<file path="src/rtl/lif_neuron_cell.sv">
module lif_neuron_cell #(
  parameter int W   = 16,
  parameter int SHW = 4
) (
  input  logic                clk,
  input  logic                rst_n,
  input  logic                psum_valid,
  input  logic signed [W-1:0] psum,
  input  logic                window_done,
  input  logic signed [W-1:0] threshold,
  input  logic signed [W-1:0] leak_offset,
  input  logic [SHW-1:0]      leak_shift,
  input  logic                learn_mode,
  input  logic                filter_sel,
  input  logic                wb_done,
  output logic                spike,
  output logic signed [W-1:0] vmem
);

  localparam int XW = W + 2;
  localparam logic signed [W-1:0]  VMAX = {1'b0, {(W-1){1'b1}}};
  localparam logic signed [W-1:0]  VMIN = {1'b1, {(W-1){1'b0}}};
  localparam logic signed [XW-1:0] XMAX = {2'b00, VMAX};
  localparam logic signed [XW-1:0] XMIN = {2'b11, VMIN};

  function automatic logic signed [W-1:0] clip(input logic signed [XW-1:0] x);
    if (x > XMAX)      return VMAX;
    else if (x < XMIN) return VMIN;
    else               return x[W-1:0];
  endfunction

  logic chk_q, hold_q;
  logic signed [W-1:0]  shifted;
  logic signed [XW-1:0] vmem_x, sum_x, leak_x, diff_x;

  wire gated   = learn_mode && !filter_sel;
  wire open_q  = !chk_q && !hold_q && !gated;
  wire do_leak = open_q && window_done;
  wire do_acc  = open_q && psum_valid && !window_done;
  wire fire    = chk_q && (vmem > threshold);

  assign shifted = vmem >>> leak_shift;
  assign vmem_x  = {{2{vmem[W-1]}}, vmem};
  assign sum_x   = vmem_x + {{2{psum[W-1]}}, psum};
  assign leak_x  = {{2{leak_offset[W-1]}}, leak_offset} + {{2{shifted[W-1]}}, shifted};
  assign diff_x  = vmem_x - leak_x;

  always_ff @(posedge clk) begin
    if (!rst_n) begin
      vmem   <= '0;
      spike  <= 1'b0;
      chk_q  <= 1'b0;
      hold_q <= 1'b0;
    end else begin
      spike <= fire;
      chk_q <= do_leak;
      if (fire) begin
        vmem   <= '0;
        hold_q <= learn_mode;
      end else if (hold_q && wb_done) begin
        hold_q <= 1'b0;
      end
      if (do_leak)     vmem <= clip(diff_x);
      else if (do_acc) vmem <= clip(sum_x);
    end
  end

  // a spike never lasts beyond one cycle
  assert_spike_pulse_R5: assert property (@(posedge clk) disable iff (!rst_n)
    spike |=> !spike);

  // firing clears the potential together with the spike
  assert_fire_clears_R4: assert property (@(posedge clk) disable iff (!rst_n)
    spike |-> vmem == '0);

  // a rising spike follows a window end by two edges
  assert_spike_after_window_R4: assert property (@(posedge clk) disable iff (!rst_n)
    $rose(spike) |-> $past(window_done, 2));

  // during the hold the potential stays at zero and no spike occurs
  assert_hold_frozen_R6: assert property (@(posedge clk) disable iff (!rst_n)
    (hold_q && !wb_done) |=> (vmem == '0 && !spike));

  // an unselected cell in learning mode keeps its potential
  assert_unselected_stable_R7: assert property (@(posedge clk) disable iff (!rst_n)
    (gated && !chk_q && !hold_q) |=> $stable(vmem));

endmodule

</file>
<file path="config.mk">
export PLATFORM = sky130hd
export DESIGN_NAME = lif_neuron_cell
export DESIGN_NICKNAME = d
export VERILOG_FILES = /design/src/rtl/lif_neuron_cell.sv
export SDC_FILE = /design/constraint.sdc
export NUM_CORES = 1
export LEC_CHECK = 0
export ABC_AREA = 1
export BUFFER_PORTS_ARGS = -buffer_cell sky130_fd_sc_hd__buf_2
export CORE_MARGIN = 2
export CORE_UTILIZATION = 40
export CTS_BUF_LIST = sky130_fd_sc_hd__clkbuf_8
export CTS_CLUSTER_DIAMETER = 150
export DETAILED_ROUTE_END_ITERATION = 8
export GPL_TIMING_DRIVEN = 1
export PLACE_DENSITY_LB_ADDON = 0.2
export SYNTH_ARGS = -nofsm -noshare
export SYNTH_HDL_FRONTEND = slang
export SYNTH_SLANG_ARGS = --single-unit
</file>
<file path="constraint.sdc">
create_clock -name clk -period 4.8 [get_ports clk]
set_clock_uncertainty 0.15 [all_clocks]
set_input_delay 0.72 -clock clk [delete_from_list [all_inputs] [get_ports clk]]
set_output_delay 0.72 -clock clk [all_outputs]
set_load 0.02 [all_outputs]
</file>
Word-level counts from Yosys, hierarchy flattened. Index checks and enable logic that the tools add are counted.

Bits in registers: 19. Input port bits: 59. Output and inout bits: 17.

Add/subtract/negate cells: 3. Magnitude comparators: 5. Shifts and indexed selects: 1. Multiplexer cells: 9. Reduce and logical (&&, ||, !) cells: 15.

Operators by type and width (count): 2-to-1 mux 16 bit (7); adder 16 x 16 -> 17 bit (2); > comparator 18 x 16 -> 1 bit (second input constant) (1); less-than comparator 18 x 16 -> 1 bit (second input constant) (1); subtractor 16 x 17 -> 18 bit (1); > comparator 17 x 16 -> 1 bit (second input constant) (1); less-than comparator 17 x 16 -> 1 bit (second input constant) (1); > comparator 16 bit (1); >>> shifter 16 x 4 -> 16 bit (1); logical AND 1 bit (8); logical NOT 1 bit (5); nonzero test 3 bit (1); 2-to-1 mux 1 bit (2); nonzero test 2 bit (1).

Logic depth before layout (Yosys ltp).
Depth after elaboration: 8. Depth in mapped cells: 29. Mapped depth without buffers: 29.

Worst setup path before layout. Ideal clock, no wire load.

Path kind: input-to-reg. Start point: in leak_shift[2]. End point: reg vmem[13]. Arrival time: 4.005 ns. Required time: 4.533 ns. Setup slack: 0.528 ns. Stages on the path: 26. Path buffers: 3. Cells stage by stage: clkbuf_1 > clkinv_1 > clkbuf_1 > o211ai_1 > o21ai_0 > fa_1 > inv_1 > ha_1 > inv_1 > nand2_1 > fa_1 > nand2_1 > nand2_1 > nand3_2 > nand2_2 > nand2_1 > nand2_1 > nand2_1 > nand2_1 > nand2_1 > nand2_2 > buf_6 > nand3_1 > nand2_1 > nor2_1 > nor2_1.

Cells in the longest elaborated chain, start to end: 7.

Ends and longest elaborated chain: start, declared (line 12) `input logic [SHW-1:0] leak_shift,`; >>> shifter 16 x 4 -> 16 bit (*) (line 42) `assign shifted = vmem >>> leak_shift;`; adder 16 x 16 -> 17 bit (*) (line 45) `assign leak_x = {{2{leak_offset[W-1]}}, leak_offset} + {{2{shifted[W-1]}}, shifted};`; subtractor 16 x 17 -> 18 bit (*) (line 46) `assign diff_x = vmem_x - leak_x;`; less-than comparator 18 x 16 -> 1 bit (line 28) `else if (x < XMIN) return VMIN;`; 2-to-1 mux 16 bit (line 28); 2-to-1 mux 16 bit (*) (line 27) `if (x > XMAX) return VMAX;`; 2-to-1 mux 16 bit (*) (line 63) `if (do_leak) vmem <= clip(diff_x);`; end signal, assigned (line 63); end signal, assigned (line 64) `else if (do_acc) vmem <= clip(sum_x);`; end, declared (line 17) `output logic signed [W-1:0] vmem`.

Every way passes the cells marked *; elsewhere a longest branch is shown, timed or not. A chain may end at the register's enable or synchronous reset.

Final worst setup path.
Start point: in leak_shift[0]. End point: reg vmem[3].

The elaborated chain is that of the path after synthesis.

==> metrics.txt <==
synthesized instance count=roughly 720; insertion delay to the later sink of the worst-skew pair=between 200 and 300 ps; number of distinct library cells after synthesis=40; kind of critical path=in -> reg; Clock Root Buffer=sky130_fd_sc_hd__clkbuf_8; maximum clock insertion buffer count=2; Die Width=108 microns; final wirelength=13.6 mm; upper clock frequency limit=roughly 230 MHz; number of synthesized register bits=19; diodes inserted=0; worst endpoint data arrival time=4320 ps; Warnings, synthesis=0; post-route ant nets=0; number of buffers added to fix hold violations after cts=0; DR vias=approximately 4800; leading post-synthesis cells by instance count=sky130_fd_sc_hd__nand2_1 (198), sky130_fd_sc_hd__inv_1 (103), sky130_fd_sc_hd__nor2_1 (64), sky130_fd_sc_hd__nand3_1 (59), sky130_fd_sc_hd__ha_1 (53); critical path capture point type=flop; Power Dens Cells=~670 nW/um^2; cell type with the highest aggregate area in the netlist=sky130_fd_sc_hd__nand2_1; fraction of post-synthesis cell area in the top cell type by area=0.171; Final period util=0.897; syn avg cell area=slightly above 6 sq um; number of flops mapped to enable cells by yosys=0; number of remaining DRC errors=0; Max transition margin=0.341; kind of path behind the tightest hold check=reg -> reg; Crit path required time=slightly below 5000 ps; met2 layer usage reported by global route=0.410; result of the run=completed; Cell Rows=38; endpoints failing setup=0; Hold Violations, Final=0; worst hold-check slack=between 400 and 500 ps; Worst Max-Slew Pin Slew=around 990 ps; global-route wire length before repair=about 22 mm; final global-route overflow total=0; dpl hpwl=11.5 mm; net switching fraction of the power=0.606; pins over their slew limit=0; clock group share of total power=0.035; total core area=between 10000 and 15000 sq um; startpoint type of the worst setup path=primary input; global routing usage summed across all routing layers=0.238; H-tree depth reported by CTS=1; cell with the most instances after synthesis=sky130_fd_sc_hd__nand2_1; num ports=76; Int Power=approximately 1300 uW; cell types occupying the most area after synthesis=sky130_fd_sc_hd__nand2_1 (17%), sky130_fd_sc_hd__ha_1 (15%), sky130_fd_sc_hd__inv_1 (8.9%); Final TNS setup=0 ps; combined area of all synthesized cells=4340 sq um; area growth from synthesis to layout=14.7%; total placed instance area=a little under 5000 sq um; vias in the first global route=4434; final non-filler cell area=4980 sq um; setup repair after global routing missed its margin=no; Final Net Count=around 930; DR WL/cell=14.5 microns; Seq pwr share=0.083; Initial DRT Pass Iterations=5; maximum resistive drop on vdd=between 0.0002 and 0.0003 V; Clock Pin Slew Worst Setup and Hold Paths=around 80 ps; largest fanout on the critical path=22; portion of total power attributed to combinational logic=0.882; global-route track usage on met1=0.321; gr busiest metal=met2; antenna violations before repair=0; number of input and output port buffers inserted=between 70 and 80; share of the yosys chip area belonging to registers=0.0876; pin count of the biggest net entering global routing=23; global routing usage on met3=0.0307; top flip-flop cell by instance count after synthesis=sky130_fd_sc_hd__dfxtp_1; MaxCap Viol Count=0; via density per instance=5.09; CTS tree=done; footprint of the flip-flops and latches=about 380 sq um; minimum clock period=about 4300 ps; final-layout fill cell count=around 1200; clock tree sinks=19; die footprint=about 12000 sq um; total area of multi-input combinational cells=roughly 3500 sq um; nets in the synthesized netlist=approximately 850; layout cell share with drive strength beyond 1=0.158; starting utilization of the core area=0.406; routability congestion estimate from global placement=approximately 0.93; y dimension of the die=about 110 microns; total clock buffers created by CTS=3; Post-synth ARST share=0; leakage power summed over all cells=about 0.0029 uW; Iteration-0 DRC Markers=about 260; share of the core filled with cells in the final layout=0.465; net switching power figure=2010 uW
## final cells by class
cell class,count,share of cell area
Clock buffer,3,0.00829
Multi-Input combinational cell,581,0.700
Clock inverter,1,0.00101
Inverter,105,0.0792
Timing Repair Buffer,91,0.100
Sequential cell,19,0.0764
Tap cell,140,0.0352
## metrics by stage
step	cells	total power [uW]	setup slack (ps)
3_3_place_gp	936	3160	214
3_5_place_dp	936	3190	68.7
4_1_cts	940	3320	336
6_report	940	3320	494
5_1_grt	940	3710	16.4
2_1_floorplan	719	2440	528
## state kept, by name, indices dropped and copies added, names as in the netlist
signal,count
vmem,16
chk_q,1
hold_q,1
spike,1
## placed cells by master (no fill, tap or decap), types with 2 or more instances in the layout
master,Yosys,final
sky130_fd_sc_hd__nor2_2,4,4
sky130_fd_sc_hd__nand3_1,59,59
sky130_fd_sc_hd__buf_2,0,74
sky130_fd_sc_hd__xor2_1,18,18
sky130_fd_sc_hd__nor2_1,64,64
sky130_fd_sc_hd__a31oi_1,2,2
sky130_fd_sc_hd__buf_4,2,16
sky130_fd_sc_hd__xnor2_1,6,6
sky130_fd_sc_hd__o211ai_1,4,4
sky130_fd_sc_hd__o21ai_0,43,42
sky130_fd_sc_hd__o22ai_1,2,2
sky130_fd_sc_hd__inv_1,103,103
sky130_fd_sc_hd__clkbuf_8,0,3
sky130_fd_sc_hd__nand3_2,7,7
sky130_fd_sc_hd__fa_1,16,16
sky130_fd_sc_hd__o21ai_1,2,3
sky130_fd_sc_hd__clkinv_1,2,2
sky130_fd_sc_hd__nand2_2,14,14
sky130_fd_sc_hd__or2_1,2,2
sky130_fd_sc_hd__nor3_1,5,5
sky130_fd_sc_hd__dfxtp_1,19,19
sky130_fd_sc_hd__mux2i_1,4,4
sky130_fd_sc_hd__and2_1,5,5
sky130_fd_sc_hd__nand4_1,5,5
sky130_fd_sc_hd__ha_1,53,53
sky130_fd_sc_hd__a21oi_1,48,48
sky130_fd_sc_hd__nand3b_1,2,2
sky130_fd_sc_hd__nand2_1,198,198
sky130_fd_sc_hd__a21oi_2,2,2
sky130_fd_sc_hd__o21bai_1,7,7
## path summary, 6_finish.rpt
check	start	endpoint	slack (ps)	cells after the start
worst max register to register	vmem[4]	vmem[3]	580	25
worst max-delay path	leak_shift[0]	vmem[3]	490	25
worst min-delay path	hold_q	chk_q	490	3
worst min register to register	hold_q	chk_q	490	3
## logic make-up after synthesis
kind of cell	Yosys count	share of synthesized area
adders and majority gates	69	0.227
buffers and inverters	119	0.110
and+or+nand+nor	370	0.375
DFF	19	0.0876
xor gates and xnor gates	24	0.0484
muxes	4	0.00922
AOI/OAI and AO/OA	114	0.144
## critical path: stages
cell                       delay, ps
sky130_fd_sc_hd__clkbuf_4        200
sky130_fd_sc_hd__o21ai_0         320
sky130_fd_sc_hd__nand2_1          90
sky130_fd_sc_hd__o21ai_0         120
sky130_fd_sc_hd__mux2i_1         140
sky130_fd_sc_hd__o21ai_1         190
sky130_fd_sc_hd__fa_1            460
sky130_fd_sc_hd__ha_1            190
sky130_fd_sc_hd__inv_1            50
sky130_fd_sc_hd__nand2_1         110
sky130_fd_sc_hd__fa_1            410
sky130_fd_sc_hd__nand2_1          80
sky130_fd_sc_hd__nand2_1          90
sky130_fd_sc_hd__nand3_2         100
sky130_fd_sc_hd__nand2_2          80
sky130_fd_sc_hd__nand2_1          90
sky130_fd_sc_hd__nand2_1          60
sky130_fd_sc_hd__nand2_1          60
sky130_fd_sc_hd__nand2_1          60
sky130_fd_sc_hd__nand2_1         120
sky130_fd_sc_hd__nand2_2         200
sky130_fd_sc_hd__nand3_1         140
sky130_fd_sc_hd__nand2_1          70
sky130_fd_sc_hd__nor2_1          110
sky130_fd_sc_hd__nor2_1           50
## power by group through the flow
stage / logic (uW) / registers [uW] / clock network (uW)
finish: 2930 / 275 / 115
global route: 3310 / 280 / 122
CTS: 2930 / 274 / 114
detailed placement: 2910 / 278 / 0
global placement: 2880 / 278 / 0
floorplan: 2060 / 375 / 0
## routing by layer
metal	vias to the layer above	routed length, microns
li1	2478	-
met3	20	916
met1	2138	6160
met4	0	287
met2	153	6280
met5	-	0
## what timing repair did
action | CTS | global route
resized for setup | 0 | 2
setup buffers | 0 | 0
setup endpoints to repair | 0 | 14
Power figures use the tool's default switching activity.
